File: src/rtl/wbe_pkg.sv
package wbe_pkg;
  localparam logic [3:0] OP_RD_WIP  = 4'b1001;
  localparam logic [3:0] OP_WR_WIP  = 4'b1010;
  localparam logic [3:0] OP_RD_ST   = 4'b1011;
  localparam logic [3:0] OP_WR_ST   = 4'b1100;
  localparam logic [3:0] OP_ST2W    = 4'b1101;
  localparam logic [3:0] OP_W2ST    = 4'b1110;
  localparam logic [3:0] OP_G_ST2W  = 4'b0001;
  localparam logic [3:0] OP_G_W2ST  = 4'b1000;
  localparam logic [3:0] OP_STEP    = 4'b0010;

  localparam int IDX_W = 2;
  localparam int SEL_W = 2;
  localparam int DEPTH = 1 << IDX_W;

  typedef enum logic [1:0] {
    M_IDLE,
    M_WWIP,
    M_WST,
    M_STEP
  } mode_t;

  typedef struct packed {
    logic [3:0]       op;
    logic [IDX_W-1:0] idx;
    logic [SEL_W-1:0] pot;
    logic             legal;
  } dec_t;
endpackage

File: src/rtl/wbe_decode.sv
module wbe_decode
  import wbe_pkg::*;
#(
  parameter int NUM_CH = 2
) (
  input  logic [7:0] inst_byte,
  output dec_t       dec
);
  localparam logic [SEL_W:0] NCH = (SEL_W+1)'(NUM_CH);

  logic pot_ok;

  always_comb begin
    dec.op    = inst_byte[7:4];
    dec.idx   = inst_byte[3:2];
    dec.pot   = inst_byte[1:0];
    pot_ok    = ({1'b0, inst_byte[1:0]} < NCH);
    unique case (inst_byte[7:4])
      OP_RD_WIP, OP_WR_WIP, OP_RD_ST, OP_WR_ST,
      OP_ST2W, OP_W2ST, OP_STEP:  dec.legal = pot_ok;
      OP_G_ST2W, OP_G_W2ST:       dec.legal = (inst_byte[1:0] == '0);
      default:                    dec.legal = 1'b0;
    endcase
  end
endmodule

File: src/rtl/wbe_channel.sv
module wbe_channel
  import wbe_pkg::*;
#(
  parameter int          DW        = 8,
  parameter logic [DW-1:0] INIT_CODE = 8'h80
) (
  input  logic             clk,
  input  logic             rst,
  input  logic             ld_en,
  input  logic [DW-1:0]    ld_val,
  input  logic             st_we,
  input  logic [IDX_W-1:0] st_idx,
  input  logic [DW-1:0]    st_wdata,
  input  logic [IDX_W-1:0] rd_idx,
  input  logic             step_en,
  input  logic             step_up,
  output logic [DW-1:0]    wiper,
  output logic [DW-1:0]    rd_word
);
  localparam logic [DW-1:0] CODE_MAX = '1;

  logic [DW-1:0] mem [DEPTH];

  initial begin
    for (int i = 0; i < DEPTH; i++) mem[i] = INIT_CODE;
  end

  always_ff @(posedge clk) begin
    if (st_we) mem[st_idx] <= st_wdata;
  end

  assign rd_word = mem[rd_idx];

  always_ff @(posedge clk) begin
    if (rst) begin
      wiper <= mem[0];
    end else if (ld_en) begin
      wiper <= ld_val;
    end else if (step_en) begin
      if (step_up) begin
        if (wiper != CODE_MAX) wiper <= wiper + 1'b1;
      end else begin
        if (wiper != '0) wiper <= wiper - 1'b1;
      end
    end
  end


  step_top_sat_chk: assert property (@(posedge clk) disable iff (rst)
    (step_en && !ld_en && step_up && wiper == CODE_MAX) |=> (wiper == CODE_MAX));


  step_bot_sat_chk: assert property (@(posedge clk) disable iff (rst)
    (step_en && !ld_en && !step_up && wiper == '0) |=> (wiper == '0));


  step_move_chk: assert property (@(posedge clk) disable iff (rst)
    (step_en && !ld_en && step_up && wiper != CODE_MAX) |=> (wiper == $past(wiper) + 1'b1));
endmodule

File: src/rtl/wbe_prog_timer.sv
module wbe_prog_timer #(
  parameter int CYCLES = 1000000
) (
  input  logic clk,
  input  logic rst,
  input  logic start,
  output logic busy
);
  localparam int CW = $clog2(CYCLES + 1);

  logic [CW-1:0] cnt;

  always_ff @(posedge clk) begin
    if (rst) begin
      busy <= 1'b0;
      cnt  <= '0;
    end else if (start) begin
      busy <= 1'b1;
      cnt  <= CW'(CYCLES - 1);
    end else if (busy) begin
      if (cnt == '0) busy <= 1'b0;
      else           cnt  <= cnt - 1'b1;
    end
  end


  start_idle_chk: assert property (@(posedge clk) disable iff (rst)
    start |-> !busy);

  generate
    if (CYCLES > 1) begin : g_len

      busy_min_len_chk: assert property (@(posedge clk) disable iff (rst)
        $rose(busy) |=> busy);
    end
  endgenerate
endmodule

File: src/rtl/wiper_bank_engine.sv
module wiper_bank_engine
  import wbe_pkg::*;
#(
  parameter int            DW          = 8,
  parameter int            NUM_CH      = 2,
  parameter int            PROG_CYCLES = 1000000,
  parameter logic [DW-1:0] INIT_CODE   = 8'h80
) (
  input  logic                 clk,
  input  logic                 rst,
  input  logic                 wp_n,
  input  logic                 inst_vld,
  input  logic [7:0]           inst_byte,
  input  logic                 wdat_vld,
  input  logic [DW-1:0]        wdat_byte,
  input  logic                 step_vld,
  input  logic                 step_up,
  input  logic                 stop_evt,
  output logic                 resp_vld,
  output logic                 resp_ack,
  output logic [DW-1:0]        rd_data,
  output logic                 busy,
  output logic [NUM_CH*DW-1:0] wiper_codes
);
  localparam int CH_W = (NUM_CH > 1) ? $clog2(NUM_CH) : 1;

  dec_t dec;
  wbe_decode #(.NUM_CH(NUM_CH)) u_dec (.inst_byte(inst_byte), .dec(dec));

  mode_t            mode_q;
  logic [CH_W-1:0]  sel_ch_q;
  logic [IDX_W-1:0] sel_idx_q;
  logic [NUM_CH-1:0] pend_mask_q;
  logic [IDX_W-1:0] pend_idx_q;
  logic [DW-1:0]    pend_data_q [NUM_CH];

  logic [DW-1:0] wip   [NUM_CH];
  logic [DW-1:0] rdw   [NUM_CH];
  logic          ld_en [NUM_CH];
  logic [DW-1:0] ld_val[NUM_CH];
  logic          st_we [NUM_CH];
  logic          step_en[NUM_CH];

  logic            accept_inst;
  logic            prog_start;
  logic [CH_W-1:0] pot_ix;

  assign pot_ix      = dec.pot[CH_W-1:0];
  assign accept_inst = inst_vld && !busy && dec.legal;
  assign prog_start  = stop_evt && !busy && wp_n && (|pend_mask_q);

  always_comb begin
    for (int c = 0; c < NUM_CH; c++) begin
      ld_en[c]   = 1'b0;
      ld_val[c]  = rdw[c];
      if (accept_inst &&
          ((dec.op == OP_ST2W && dec.pot == SEL_W'(c)) || dec.op == OP_G_ST2W)) begin
        ld_en[c] = 1'b1;
      end
      if (wdat_vld && mode_q == M_WWIP && sel_ch_q == CH_W'(c)) begin
        ld_en[c]  = 1'b1;
        ld_val[c] = wdat_byte;
      end
      step_en[c] = step_vld && mode_q == M_STEP && sel_ch_q == CH_W'(c);
      st_we[c]   = prog_start && pend_mask_q[c];
    end
  end

  generate
    for (genvar g = 0; g < NUM_CH; g++) begin : g_ch
      wbe_channel #(.DW(DW), .INIT_CODE(INIT_CODE)) u_ch (
        .clk     (clk),
        .rst     (rst),
        .ld_en   (ld_en[g]),
        .ld_val  (ld_val[g]),
        .st_we   (st_we[g]),
        .st_idx  (pend_idx_q),
        .st_wdata(pend_data_q[g]),
        .rd_idx  (dec.idx),
        .step_en (step_en[g]),
        .step_up (step_up),
        .wiper   (wip[g]),
        .rd_word (rdw[g])
      );
      assign wiper_codes[g*DW +: DW] = wip[g];
    end
  endgenerate

  wbe_prog_timer #(.CYCLES(PROG_CYCLES)) u_timer (
    .clk  (clk),
    .rst  (rst),
    .start(prog_start),
    .busy (busy)
  );

  always_ff @(posedge clk) begin
    if (rst) begin
      mode_q      <= M_IDLE;
      sel_ch_q    <= '0;
      sel_idx_q   <= '0;
      pend_mask_q <= '0;
      pend_idx_q  <= '0;
      resp_vld    <= 1'b0;
      resp_ack    <= 1'b0;
      rd_data     <= '0;
      for (int c = 0; c < NUM_CH; c++) pend_data_q[c] <= '0;
    end else begin
      resp_vld <= 1'b0;
      resp_ack <= 1'b0;
      if (inst_vld) begin
        resp_vld    <= 1'b1;
        resp_ack    <= accept_inst;
        mode_q      <= M_IDLE;
        pend_mask_q <= '0;
        if (accept_inst) begin
          unique case (dec.op)
            OP_RD_WIP: rd_data <= wip[pot_ix];
            OP_RD_ST:  rd_data <= rdw[pot_ix];
            OP_WR_WIP: begin
              mode_q   <= M_WWIP;
              sel_ch_q <= pot_ix;
            end
            OP_WR_ST: begin
              mode_q    <= M_WST;
              sel_ch_q  <= pot_ix;
              sel_idx_q <= dec.idx;
            end
            OP_STEP: begin
              mode_q   <= M_STEP;
              sel_ch_q <= pot_ix;
            end
            OP_W2ST, OP_G_W2ST: begin
              pend_idx_q <= dec.idx;
              for (int c = 0; c < NUM_CH; c++) begin
                pend_data_q[c] <= wip[c];
                pend_mask_q[c] <= (dec.op == OP_G_W2ST) || (dec.pot == SEL_W'(c));
              end
            end
            default: ;
          endcase
        end
      end else if (wdat_vld) begin
        resp_vld <= 1'b1;
        mode_q   <= M_IDLE;
        if (mode_q == M_WWIP) begin
          resp_ack <= 1'b1;
        end else if (mode_q == M_WST && wp_n) begin
          resp_ack              <= 1'b1;
          pend_idx_q            <= sel_idx_q;
          pend_data_q[sel_ch_q] <= wdat_byte;
          for (int c = 0; c < NUM_CH; c++)
            pend_mask_q[c] <= (sel_ch_q == CH_W'(c));
        end
      end else if (stop_evt) begin
        mode_q      <= M_IDLE;
        pend_mask_q <= '0;
      end
    end
  end


  busy_refuse_chk: assert property (@(posedge clk) disable iff (rst)
    (inst_vld && busy) |=> (resp_vld && !resp_ack));


  illegal_refuse_chk: assert property (@(posedge clk) disable iff (rst)
    (inst_vld && !dec.legal) |=> (resp_vld && !resp_ack));


  wp_refuse_chk: assert property (@(posedge clk) disable iff (rst)
    (wdat_vld && !wp_n && mode_q == M_WST) |=> !resp_ack);


  commit_guard_chk: assert property (@(posedge clk) disable iff (rst)
    prog_start |-> (wp_n && stop_evt));


  busy_after_commit_chk: assert property (@(posedge clk) disable iff (rst)
    prog_start |=> busy);
endmodule

File: config.mk
export PLATFORM = sky130hd
export DESIGN_NAME = wiper_bank_engine
export DESIGN_NICKNAME = d
export VERILOG_FILES = /design/src/rtl/wbe_pkg.sv /design/src/rtl/wbe_decode.sv /design/src/rtl/wbe_channel.sv /design/src/rtl/wbe_prog_timer.sv /design/src/rtl/wiper_bank_engine.sv
export SDC_FILE = /design/constraint.sdc
export NUM_CORES = 1
export LEC_CHECK = 0
export BUFFER_PORTS_ARGS = -buffer_cell sky130_fd_sc_hd__clkbuf_2
export CORE_ASPECT_RATIO = 0.5
export CORE_MARGIN = 2
export CORE_UTILIZATION = 49
export DETAILED_ROUTE_END_ITERATION = 10
export GPL_TIMING_DRIVEN = 0
export MAX_ROUTING_LAYER = met4
export PLACE_DENSITY = 0.67
export SLEW_MARGIN = 20
export SYNTH_ARGS = -nofsm -noshare
export SYNTH_HDL_FRONTEND = slang
export SYNTH_SLANG_ARGS = --single-unit
File: constraint.sdc
create_clock -name clk -period 3.7 [get_ports clk]
set_clock_uncertainty 0.2 [all_clocks]
set_input_delay 0.555 -clock clk [delete_from_list [all_inputs] [get_ports clk]]
set_output_delay 0.555 -clock clk [all_outputs]
set_load 0.05 [all_outputs]
==> metrics.md <==
| Metric | Value |
|---|---|
| Status | `completed` |
| H-Tree Level Count | `4` |
| Die H | `88.6 um` |
| Area growth from synthesis to final layout | `14.7%` |
| Worst setup path startpoint | `step_up` |
| Effective utilization at floorplan | `51.0%` |
| Global router's overall resource usage | `25.9%` |
| Total congestion overflow after global routing | `0` |
| Root buffer cell | `sky130_fd_sc_hd__clkbuf_16` |
| Share of flip-flops with an asynchronous set or reset after synthesis | `0%` |
| Antenna violations before repair | `0` |
| Count of state elements after synthesis | `136` |
| Resized cells post-CTS | `0` |
| Largest delay contributor family on the critical path | `buffers and inverters` |
| Cts hold-fix bufs | `0` |
| Critical path buffers and inverters | `2` |
| Synth Net Count | `612` |
| Headroom to the max-slew limit | `41.2%` |
| Worst-path maximum fanout | `14` |
| Largest buffer count on any clock path | `2` |
| Max-cap viol count | `0` |
| Clock period minus worst slack | `2.93 ns` |
| Worst IR Drop VDD | `0.375 mV` |
| PwrDens | `497 nW/um2` |
| Transition time at the pin with the least slew margin | `0.883 ns` |
| Post-synthesis instance total | `572` |
| Dominant combinational cell family by area after synthesis | `simple AND/OR/NAND/NOR gates` |
| Compound-Gate Fraction of Synth Area | `13.5%` |
| Number of DRC markers after the initial detailed-route iteration | `669` |
| Final sum of negative setup slack | `0 ns` |
| Die Outline Area | `15300 um2` |
| Worst r2r src | `u_timer.busy` |
| # clock sinks | `136` |
| Cts bufs inserted | `17` |
| Crit path required time | `3.67 ns` |
| Power share of the clock group | `40.6%` |
| Pin count of the biggest net entering global routing | `17` |
| Total placed cells including tap cells | `808` |
| Share of cell area taken by muxes after synthesis | `9.13%` |
| Count of antenna diodes in the layout | `0` |
| # port buffers | `44` |
| I/O pin count | `51` |
| Number of pins exceeding their max-slew limit in the final report | `0` |
| Via count of the first global-routing pass | `4947` |
| Core Footprint | `13700 um2` |
| Internal Power | `2800 uW` |
| Half-perimeter wire length of the detailed placement result | `13.1 mm` |
| Flip-flop cell with the highest count after synthesis | `sky130_fd_sc_hd__edfxtp_1` |
| Detailed-routing iteration count for the pre-antenna-repair pass | `8` |
| Slowest-stage cell, CP | `sky130_fd_sc_hd__ha_1` |
| Class of the worst hold path | `reg2reg` |
| Library cells used by synthesis | `81` |
| Clock latency of the later-clocked register in the worst-skew pair | `0.42 ns` |
| CTS clock-pin slew for the worst setup and hold paths | `0.06 ns` |
| # rows | `30` |
| Share of final-layout standard cells stronger than drive strength 1 | `22.1%` |
| Synth area leader | `sky130_fd_sc_hd__edfxtp_1` |
| Post-synthesis share of cell area spent on xor and xnor gates | `3.13%` |
| Sequential element share of the synthesized area | `52.6%` |
| Antenna viol nets, final | `0` |
| Sequential share of power | `44.2%` |
| Setup repair after global routing missed its margin | `no` |
| Total number of vias | `5247` |
| Post-Synthesis Mean Instance Area | `12.2 um2` |
| Number of setup violations in the final report | `0` |
| Post-layout net count | `675` |
| Type of element launching the critical path | `input pin` |
| Longest individual stage delay on the worst path | `0.46 ns` |
| Critical path capture point type | `flip-flop` |
| Leakage power figure | `0.00290 uW` |
| R2R setup slack | `1.03 ns` |
| Synth Area in Simple Gates | `15.8%` |
| Most common cell after layout, fill and taps aside | `sky130_fd_sc_hd__edfxtp_1` |
| Gpl congestion | `0.905` |
| Hold Fails Final Rpt | `0` |
| Finished Layout Cells | `840` |
| Crit path DAT | `2.90 ns` |
| Pre-CTS setup slack | `0.396 ns` |
| Synth Cell Area | `7010 um2` |
| Combinational cell fraction of total power | `15.1%` |
| Wire length of the first global-routing pass | `28.3 mm` |
| Post-CTS setup-driven buffer insertion count | `0` |
| Die Span X | `173 um` |
| Total Routed Length | `18.7 mm` |
| Total of warnings raised by yosys | `0` |
| Share of the synthesized area in the top cell type | `41.2%` |
| Commonest cells after routing, fill and taps aside | `sky130_fd_sc_hd__edfxtp_1, sky130_fd_sc_hd__nand2_1, sky130_fd_sc_hd__clkbuf_2` |
| Number of enable-type register cells in the synthesized netlist | `96` |
| Residual DRC count | `0` |
| Worst Setup Path Type | `in2reg` |
| Setup slack after layout | `0.770 ns` |
| Net load switching power | `1190 uW` |
| Most area-consuming cells after synthesis | `sky130_fd_sc_hd__edfxtp_1, sky130_fd_sc_hd__dfxtp_1, sky130_fd_sc_hd__mux4_2` |
| Fmax | `0.341 GHz` |
| Cell chain of the critical path | `clkbuf_1 > inv_1 > ha_1 > and2_1 > a221oi_1 > nand2_1 > xor2_1 > o221a_2` |
| WL per Instance | `22.2 um` |
| Sw Share | `29.9%` |
| Fraction of the mapped netlist area in adder cells | `3.07%` |
| Final worst path period share | `79.2%` |
| CTS tree | `yes` |
| Mean number of vias per cell | `6.25` |
| HP Start | `rd_data[3]` |
## flip-flops by register name, summed over array words and instances (netlist names)
signal	cells
resp_ack	1
rd_data	8
pend_data_q	16
u_timer.busy	1
sel_ch_q	1
pend_mask_q	2
sel_idx_q	2
pend_idx_q	2
mode_q	2
resp_vld	1
g_ch.u_ch.wiper	16
g_ch.u_ch.mem	64
u_timer.cnt	20
## power by group through the flow
stage | sequential, uW | combinational, uW | clock [uW]
after detailed placement | 1800 | 593 | 0
after global placement | 1790 | 587 | 0
after floorplan | 1840 | 380 | 0
after global routing | 1770 | 648 | 1710
final | 1770 | 604 | 1620
after CTS | 1760 | 597 | 1640
## cell families after synthesis
kind of cell,Yosys count
AND/OR/NAND/NOR,192
AO/OA/AOI/OAI,130
XOR/XNOR,25
flip-flops,136
buffers and inverters,38
multiplexers,35
adder cells (fa/ha/maj),16
## layout make-up
cell class                      count  area (um2)
Clock inverter                     15         130
Tap cell                          192         240
Sequential cell                   136        3680
Timing Repair Buffer               44         220
Buffer                             28         158
Clock buffer                       17         425
Multi-Input combinational cell    398        3140
Fill cell                        1119        5700
Inverter                           10        37.5
## per-layer routing
metal / up-vias / part of all wire (%) / GRT usage, %
li1: 2384 / - / -
met1: 2558 / 44 / 34.9
met2: 279 / 45 / 38.5
met3: 26 / 9.9 / 7.22
met4: 0 / 1.2 / 7.86
met5: - / 0 / -
## path summary, 6_finish.rpt
path | end | cells past startpoint
worst max-delay path | g_ch[0].u_ch.wiper[5] | 8
worst min-delay path | rd_data[3] | 2
worst max register to register | g_ch[1].u_ch.wiper[4] | 4
worst min register to register | rd_data[3] | 2
## metrics by stage
stage	util, %	total power [uW]	area (um2)	hold WS, ns
global route	58.5	4130	8040	0.295
global placement	54.3	2380	7470	0.266
CTS	58.5	4000	8040	0.270
floorplan	-	2220	7010	0.259
detailed placement	54.5	2390	7480	0.272
finish	58.5	3990	8040	0.276
## synthesized netlist by cell type (all sizes together), types with 3 or more instances
cell     count
a211oi       9
a21o         6
a21oi       34
a221o        4
a221oi       4
a22o        16
a311oi       3
a31oi        6
and2         4
buf         17
clkbuf      11
dfxtp       40
edfxtp      96
ha          14
inv         10
mux2i       11
mux4        23
nand2       50
nand2b       4
nand3       22
nand4        7
nand4b       3
nand4bb      3
nor2        44
nor3        19
nor3b        4
nor4         7
nor4b        4
nor4bb       3
o21ai       16
o221a        4
o22ai        4
o31ai        4
or4          4
xnor2       10
xor2        15
## worst register-to-register path, delay by kind of cell, from the launching register on
family	cells	cell delay, ns
AOI/OAI and AO/OA	2	1.30
DFF	1	0.35
and+or+nand+nor	2	0.44
No activity file was read; power rests on OpenSTA's default activity.
